$ cat config.mk
export PLATFORM = sky130hd
export DESIGN_NAME = prog_div_counter
export DESIGN_NICKNAME = d
export VERILOG_FILES = /design/src/rtl/pdc_pkg.sv /design/src/rtl/pdc_op_sel.sv /design/src/rtl/pdc_count_reg.sv /design/src/rtl/pdc_term.sv /design/src/rtl/prog_div_counter.sv
export SDC_FILE = /design/constraint.sdc
export NUM_CORES = 1
export LEC_CHECK = 0
export BUFFER_PORTS_ARGS = -buffer_cell sky130_fd_sc_hd__buf_2
export CAP_MARGIN = 20
export CELL_PAD_IN_SITES_DETAIL_PLACEMENT = 0
export CELL_PAD_IN_SITES_GLOBAL_PLACEMENT = 1
export CORE_MARGIN = 2
export CORE_UTILIZATION = 34
export DETAILED_ROUTE_END_ITERATION = 10
export MAX_ROUTING_LAYER = met4
export PLACE_DENSITY_LB_ADDON = 0.15
export SYNTH_ARGS = -nofsm -noshare
export SYNTH_HDL_FRONTEND = slang
export SYNTH_HIERARCHICAL = 1
export SYNTH_SLANG_ARGS = --single-unit
$ cat constraint.sdc
create_clock -name clk -period 2.83 [get_ports clk]
set_input_delay 0.566 -clock clk [delete_from_list [all_inputs] [get_ports clk]]
set_output_delay 0.566 -clock clk [all_outputs]
set_load 0.01 [all_outputs]
$ cat src/rtl/pdc_pkg.sv
`timescale 1ns/1ps
package pdc_pkg;

    localparam int CNT_W = 8;

    typedef enum logic [1:0] {
        OP_HOLD   = 2'd0,
        OP_INC    = 2'd1,
        OP_RELOAD = 2'd2,
        OP_LOAD   = 2'd3
    } pdc_op_e;

    typedef struct packed {
        logic load;
        logic hold;
        logic tc_reload;
    } pdc_ctrl_t;

endpackage

$ cat src/rtl/pdc_op_sel.sv
`timescale 1ns/1ps
module pdc_op_sel
    import pdc_pkg::*;
(
    input  pdc_ctrl_t ctrl,
    input  logic      at_term,
    output pdc_op_e   op
);
    always_comb begin
        if (ctrl.load)
            op = OP_LOAD;
        else if (ctrl.hold)
            op = OP_HOLD;
        else if (at_term && ctrl.tc_reload)
            op = OP_RELOAD;
        else
            op = OP_INC;
    end
endmodule

$ cat src/rtl/pdc_count_reg.sv
`timescale 1ns/1ps
module pdc_count_reg
    import pdc_pkg::*;
#(
    parameter int WIDTH = CNT_W
) (
    input  logic             clk,
    input  logic             rst,
    input  pdc_op_e          op,
    input  logic [WIDTH-1:0] preset,
    output logic [WIDTH-1:0] count
);
    localparam logic [WIDTH-1:0] ONE = {{(WIDTH-1){1'b0}}, 1'b1};

    always_ff @(posedge clk or posedge rst) begin
        if (rst)
            count <= '0;
        else begin
            case (op)
                OP_LOAD, OP_RELOAD: count <= preset;
                OP_INC:             count <= count + ONE;
                default:            count <= count;
            endcase
        end
    end
endmodule

$ cat src/rtl/pdc_term.sv
`timescale 1ns/1ps
module pdc_term #(
    parameter int WIDTH = 8
) (
    input  logic             clk,
    input  logic             rst,
    input  logic [WIDTH-1:0] count,
    output logic             at_term,
    output logic             tc_n,
    output logic             carry
);
    logic [WIDTH-1:0] and_chain;

    genvar g;
    generate
        for (g = 0; g < WIDTH; g++) begin : g_and
            if (g == 0) begin : g_first
                assign and_chain[g] = count[g];
            end else begin : g_rest
                assign and_chain[g] = and_chain[g-1] & count[g];
            end
        end
    endgenerate

    assign at_term = and_chain[WIDTH-1];
    assign tc_n    = ~at_term;

    always_ff @(posedge clk or posedge rst) begin
        if (rst)
            carry <= 1'b0;
        else
            carry <= at_term;
    end
endmodule

$ cat src/rtl/prog_div_counter.sv
`timescale 1ns/1ps
module prog_div_counter
    import pdc_pkg::*;
#(
    parameter int WIDTH = CNT_W
) (
    input  logic             clk,
    input  logic             rst,
    input  logic [WIDTH-1:0] preset_i,
    input  logic             load_i,
    input  logic             cnt_en_n_i,
    input  logic             tc_reload_i,
    output logic [WIDTH-1:0] count_o,
    output logic             tc_n_o,
    output logic             carry_o
);
    pdc_ctrl_t ctrl;
    pdc_op_e   op;
    logic      at_term;

    assign ctrl.load      = load_i;
    assign ctrl.hold      = cnt_en_n_i;
    assign ctrl.tc_reload = tc_reload_i;

    pdc_op_sel u_op_sel (
        .ctrl    (ctrl),
        .at_term (at_term),
        .op      (op)
    );

    pdc_count_reg #(.WIDTH(WIDTH)) u_count (
        .clk    (clk),
        .rst    (rst),
        .op     (op),
        .preset (preset_i),
        .count  (count_o)
    );

    pdc_term #(.WIDTH(WIDTH)) u_term (
        .clk     (clk),
        .rst     (rst),
        .count   (count_o),
        .at_term (at_term),
        .tc_n    (tc_n_o),
        .carry   (carry_o)
    );
endmodule

=== After elaboration in Yosys (flattened, before gate mapping) ===
Index checks and enable logic that the tools add are counted.

* Bitwise operators: 8
* Muxes and demuxes: 4
* Reductions and logical operators: 3
* Eq/ne operators: 3
* $add $sub $neg: 1

{| class="wikitable"
|+ Operators with widths
! operator !! number
|-
| case mux 8 bit (2 select lines) || 1
|-
| adder 8 x 1 -> 8 bit (second input constant) || 1
|-
| bitwise AND 1 bit || 7
|-
| two-way mux 2 bit || 3
|-
| equality test 2 bit (second input constant) || 2
|-
| equality test 2 x 1 -> 1 bit (second input constant) || 1
|-
| nonzero test 2 bit || 1
|-
| OR reduction 2 bit || 1
|-
| logical AND 1 bit || 1
|-
| inverter 1 bit || 1
|}

* Output and inout bits: 10
* Register bits after elaboration: 9
* Logic and storage cells: 21
* Bits of input ports: 13

=== Logic depth before layout (Yosys ltp) ===
* Word-level depth: 14
* Gate-level depth with buffers: 8
* Gate-level depth less buffers: 7

=== Hierarchy ===
Netlist, hierarchy kept.

{| class="wikitable"
|+ Modules (own cells, without submodules)
! module !! cells an instance !! area each (µm²) !! times used
|-
| pdc_count_reg || 50 || 451.7 || 1
|-
| pdc_term || 6 || 51.3 || 1
|-
| pdc_op_sel || 4 || 22.5 || 1
|}

=== Worst setup path after synthesis ===
No wires, ideal clock.

* Kind: reg2reg
* From: register u_count.count[2]
* To: register u_count.count[5]
* Path slack: 1.153 ns
* Cell stages (with the launch flop): 9
* Path buffers: 1
* Arrival time: 1.608 ns
* Clock period less this slack: 1.677 ns
* Path through: dfrtp_1 -> nand4_1 -> nor2_1 -> a21oi_1 -> or2_1 -> buf_4 -> nand3_1 -> or4_1 -> nand3_1

* Cells in the longest elaborated chain, start to end: 13
* Elaborated cells between the ends (all ways): 17
* Those cells by class: add/sub: 1; eq/ne: 3; mux: 4; bitwise: 6; reduce/logical: 3

{| class="wikitable"
|+ Ends and longest elaborated chain
! what !! RTL line !! source
|-
| start, declared || pdc_count_reg.sv:11 || <nowiki>output logic [WIDTH-1:0] count</nowiki>
|-
| start signal, assigned || pdc_count_reg.sv:20 || <nowiki>OP_LOAD, OP_RELOAD: count <= preset;</nowiki>
|-
| start signal, assigned || pdc_count_reg.sv:21 || <nowiki>OP_INC: count <= count + ONE;</nowiki>
|-
| start signal, assigned || pdc_count_reg.sv:22 || <nowiki>default: count <= count;</nowiki>
|-
| bitwise AND 1 bit (*) (6 in a row) || pdc_term.sv:20 || <nowiki>assign and_chain[g] = and_chain[g-1] & count[g];</nowiki>
|-
| named net at_term || prog_div_counter.sv:19 || <nowiki>logic at_term;</nowiki>
|-
| logical AND 1 bit (*) || pdc_op_sel.sv:14 || <nowiki>else if (at_term && ctrl.tc_reload)</nowiki>
|-
| two-way mux 2 bit (*) || pdc_op_sel.sv:14 ||
|-
| two-way mux 2 bit (*) || pdc_op_sel.sv:12 || <nowiki>else if (ctrl.hold)</nowiki>
|-
| two-way mux 2 bit (*) || pdc_op_sel.sv:10 || <nowiki>if (ctrl.load)</nowiki>
|-
| named net op[0] || prog_div_counter.sv:18 || <nowiki>pdc_op_e op;</nowiki>
|-
| equality test 2 bit || pdc_count_reg.sv:19 || <nowiki>case (op)</nowiki>
|-
| OR reduction 2 bit || pdc_count_reg.sv:19 ||
|-
| case mux 8 bit (2 select lines) or nonzero test 2 bit (tied branches) || n/a ||
|}

Mark *: on every way through the listed nets, which the timed path passes. The rest lies on a longest branch.
A chain may end at the register's enable or synchronous reset.

=== Worst setup path in the final report ===
* From: register u_count.count[0]
* To: register u_count.count[5]

* Cells in the longest elaborated chain, start to end: 14
* Elaborated cells between the ends (all ways): 18
* Those cells by class: add/sub: 1; eq/ne: 3; mux: 4; bitwise: 7; reduce/logical: 3

{| class="wikitable"
|+ Ends and longest elaborated chain
! what !! RTL line
|-
| bitwise AND 1 bit (*) (7 in a row) || pdc_term.sv:20
|-
| named net at_term || prog_div_counter.sv:19
|-
| logical AND 1 bit (*) || pdc_op_sel.sv:14
|-
| two-way mux 2 bit (*) || pdc_op_sel.sv:14
|-
| two-way mux 2 bit (*) || pdc_op_sel.sv:12
|-
| two-way mux 2 bit (*) || pdc_op_sel.sv:10
|-
| named net op[1] || prog_div_counter.sv:18
|-
| equality test 2 bit || pdc_count_reg.sv:19
|-
| OR reduction 2 bit || pdc_count_reg.sv:19
|-
| case mux 8 bit (2 select lines) or nonzero test 2 bit (tied branches) || n/a
|}

Marked as above.

==> metrics.md <==
| Metric | Value |
|---|---|
| Status | `completed` |
| Slew Viols, Final | `0` |
| Post-Place Setup Slack | `0.8755 ns` |
| Post-synth EDFFs | `0` |
| Critical Path Max Stage Delay | `0.48 ns` |
| Worst Reg2Reg Path Length in Cells | `8` |
| Fin crit share | `approximately 67%` |
| CTS Buf Count | `3` |
| Syn Area/Cell | `8.758 um2` |
| CTS clk-pin slew, worst paths | `roughly 0.06 ns` |
| Post-synth top area cell | `dfrtp_1` |
| Diodes inserted | `0` |
| Slew @ Worst Pin | `0.5902 ns` |
| Max transition margin | `60.57%` |
| Total power | `333.9 uW` |
| Yosys warning total | `6` |
| Chip width | `~43 um` |
| Post-CTS resize count | `0` |
| Vias per cell | `5.020` |
| Leakage power | `between 0.0003 and 0.0004 uW` |
| First-pass GRT wire length | `1932 um` |
| Setup_tns | `0 ns` |
| Hold Path Class | `in2async` |
| Net Count, Synth | `74` |
| Max IR drop VDD | `334.1 uV` |
| Remaining global-route overflow | `0` |
| Largest net degree at the start of global routing | `11` |
| WL final | `about 1100 um` |
| Area share of the largest cell type after synthesis | `42.86%` |
| # H-tree levels | `1` |
| Final Setup Violations | `0` |
| Port buffer count | `22` |
| RSZ-0062 raised after global routing | `false` |
| Dominant synthesized flop cell | `dfrtp_1` |
| Top cells by area in the synthesized netlist | `dfrtp_1 (43%), nand2_1 (7.1%), nand4_1 (7.1%)` |
| CTS tree | `done` |
| Startpoint Class | `register` |
| Vias in the first global route | `457` |
| Area after DPL | `640.6 um2` |
| Post-CTS setup buffer count | `0` |
| Fmax | `523.6 MHz` |
| Post-synthesis sequential area ratio | `42.86%` |
| Post-route ant nets | `0` |
| Root Buffer | `clkbuf_4` |
| Drt wl/cell | `between 10 and 15 um` |
| CP max stage cell | `o21bai_1` |
| Overall Global Routing Usage | `15.14%` |
| Longest Clk Path Bufs | `2` |
| Max-Cap Viols | `0` |
| Worst-path cell chain | `nand4_1 > nor2_1 > nand2_1 > o21bai_1 > buf_4 > nor2b_1 > o21ai_0 > nand3_1` |
| #FFs+latches synth | `9` |
| Post-Syn Area | `525.5 um2` |
| Fin Clk Skew | `0.003515 ns` |
| Initial antenna violation count | `0` |
| Final Hold Fails | `0` |
| Die height | `43.32 um` |
| Core Area | `1471 um2` |
| Die area | `1876 um2` |
| Worst EP arrival | `between 2 and 2.5 ns` |
| Asr flop ratio synth | `100.0%` |
| Post-Syn Instances | `60` |
| Final Instance Area | `around 670 um2` |
| Unique masters post-synth | `21` |
| CTS Sinks | `9` |
| Fraction of layout instances using a drive strength above 1 | `roughly a third` |
| Io pins | `23` |
| Placer Congestion | `0.7450` |
| Worst setup EP type | `register` |
| Final Worst Setup Slack | `0.9202 ns` |
| Critical path class | `reg2reg` |
| Layout Nets | `99` |
| Synth-to-layout area growth | `26.90%` |
| Critical path data required time | `2.98 ns` |
| Fill cells | `165` |
| Initial core utilization | `a little over a third` |
| Final Critical Period | `1.910 ns` |
| Worst-path maximum fanout | `10` |
| 1st-iter DRT viols | `5` |
| P per Cell Area | `500.7 nW/um2` |
| Num rows | `14` |
| Clock Latency Late Sink | `approximately 0.26 ns` |
| Hpwl dp | `889.4 um` |
| Most frequent cell after synthesis | `nand2_1` |
| CTS Hold Bufs | `0` |
| Synth cell count leaders | `nand2_1 (10), dfrtp_1 (9), o21ai_0 (7), nand4_1 (6), nand3_1 (5)` |
| Vias | `502` |
| DR pass1 iterations | `4` |
| DR DRC count | `0` |
[critical path, delay by kind of cell, from the launching register on]
| family | cells | cell delay [ns] |
|---|---|---|
| AO/OA/AOI/OAI | 2 | 0.54 |
| buffers and inverters | 1 | 0.27 |
| flip-flops | 1 | 0.46 |
| AND/OR/NAND/NOR | 5 | 0.52 |
[layout by cell type (no fill, tap or decap)]
| cell type | instances |
|---|---|
| o21ai_0 | 7 |
| buf_2 | 22 |
| o21bai_1 | 1 |
| a21oi_1 | 1 |
| nor2_1 | 1 |
| clkbuf_4 | 3 |
| o21ai_1 | 1 |
| and2b_2 | 1 |
| ha_1 | 1 |
| nor2b_1 | 2 |
| clkbuf_1 | 1 |
| or4_1 | 3 |
| xnor2_1 | 1 |
| buf_4 | 1 |
| dfrtp_1 | 9 |
| or2_1 | 2 |
| mux2i_1 | 1 |
| nand3_1 | 5 |
| inv_1 | 2 |
| nand2_1 | 10 |
| nand4_1 | 6 |
| xor2_1 | 3 |
[state kept, by name (all words and copies together), names as in the netlist]
name / cells
u_count/count: 8
u_term/carry: 1
[power by group]
part / internal [uW] / switching (uW)
clock network: 54.4 / 45.5
logic: 34.0 / 36.3
registers: 142 / 21.4
total: 231 / 103
[logic make-up after synthesis]
group                      synth area share (%)
muxes                                     1.905
DFF                                       42.86
adders and majority gates                 2.381
buffers and inverters                     5.715
and+or+nand+nor                           30.48
AOI/OAI and AO/OA                         9.998
xor gates and xnor gates                  6.668
[metrics by stage]
stage	util (%)	cells	hold WS, ns
global placement	43.54	96	0.4137
detailed placement	43.54	96	0.4161
floorplan	-	60	0.2947
global route	45.32	100	0.1331
finish	45.32	100	0.1351
CTS	45.32	100	0.1272
[metal layers]
layer	GRT usage (%)	up-vias	wire length, um
met5	-	-	0
met4	12.73	0	35
met2	21.49	17	488
met3	2.553	4	70
met1	18.37	221	540
li1	-	260	-
[final timing paths]
check / from / endpoint / slack (ns)
setup / recovery: u_count/count[0] / u_count/count[5] / 0.92
hold / removal: rst / u_term/carry / 0.14
setup reg to reg: u_count/count[0] / u_count/count[5] / 0.92
hold reg to reg: u_count/count[7] / u_count/count[7] / 0.59
max in group asynchronous: rst / u_count/count[2] / 2.33
min in group clk: preset_i[5] / u_count/count[5] / 0.51
[layout make-up]
cell class	count	area, um2	area share [%]
Clock buffer	4	26.28	3.940
Inverter	2	7.507	1.126
Multi-Input combinational cell	46	270.3	40.53
Sequential cell	9	225.2	33.77
Tap cell	16	20.02	3.002
Timing Repair Buffer	23	117.6	17.64
Note: power is estimated with default switching activity, not from simulation.
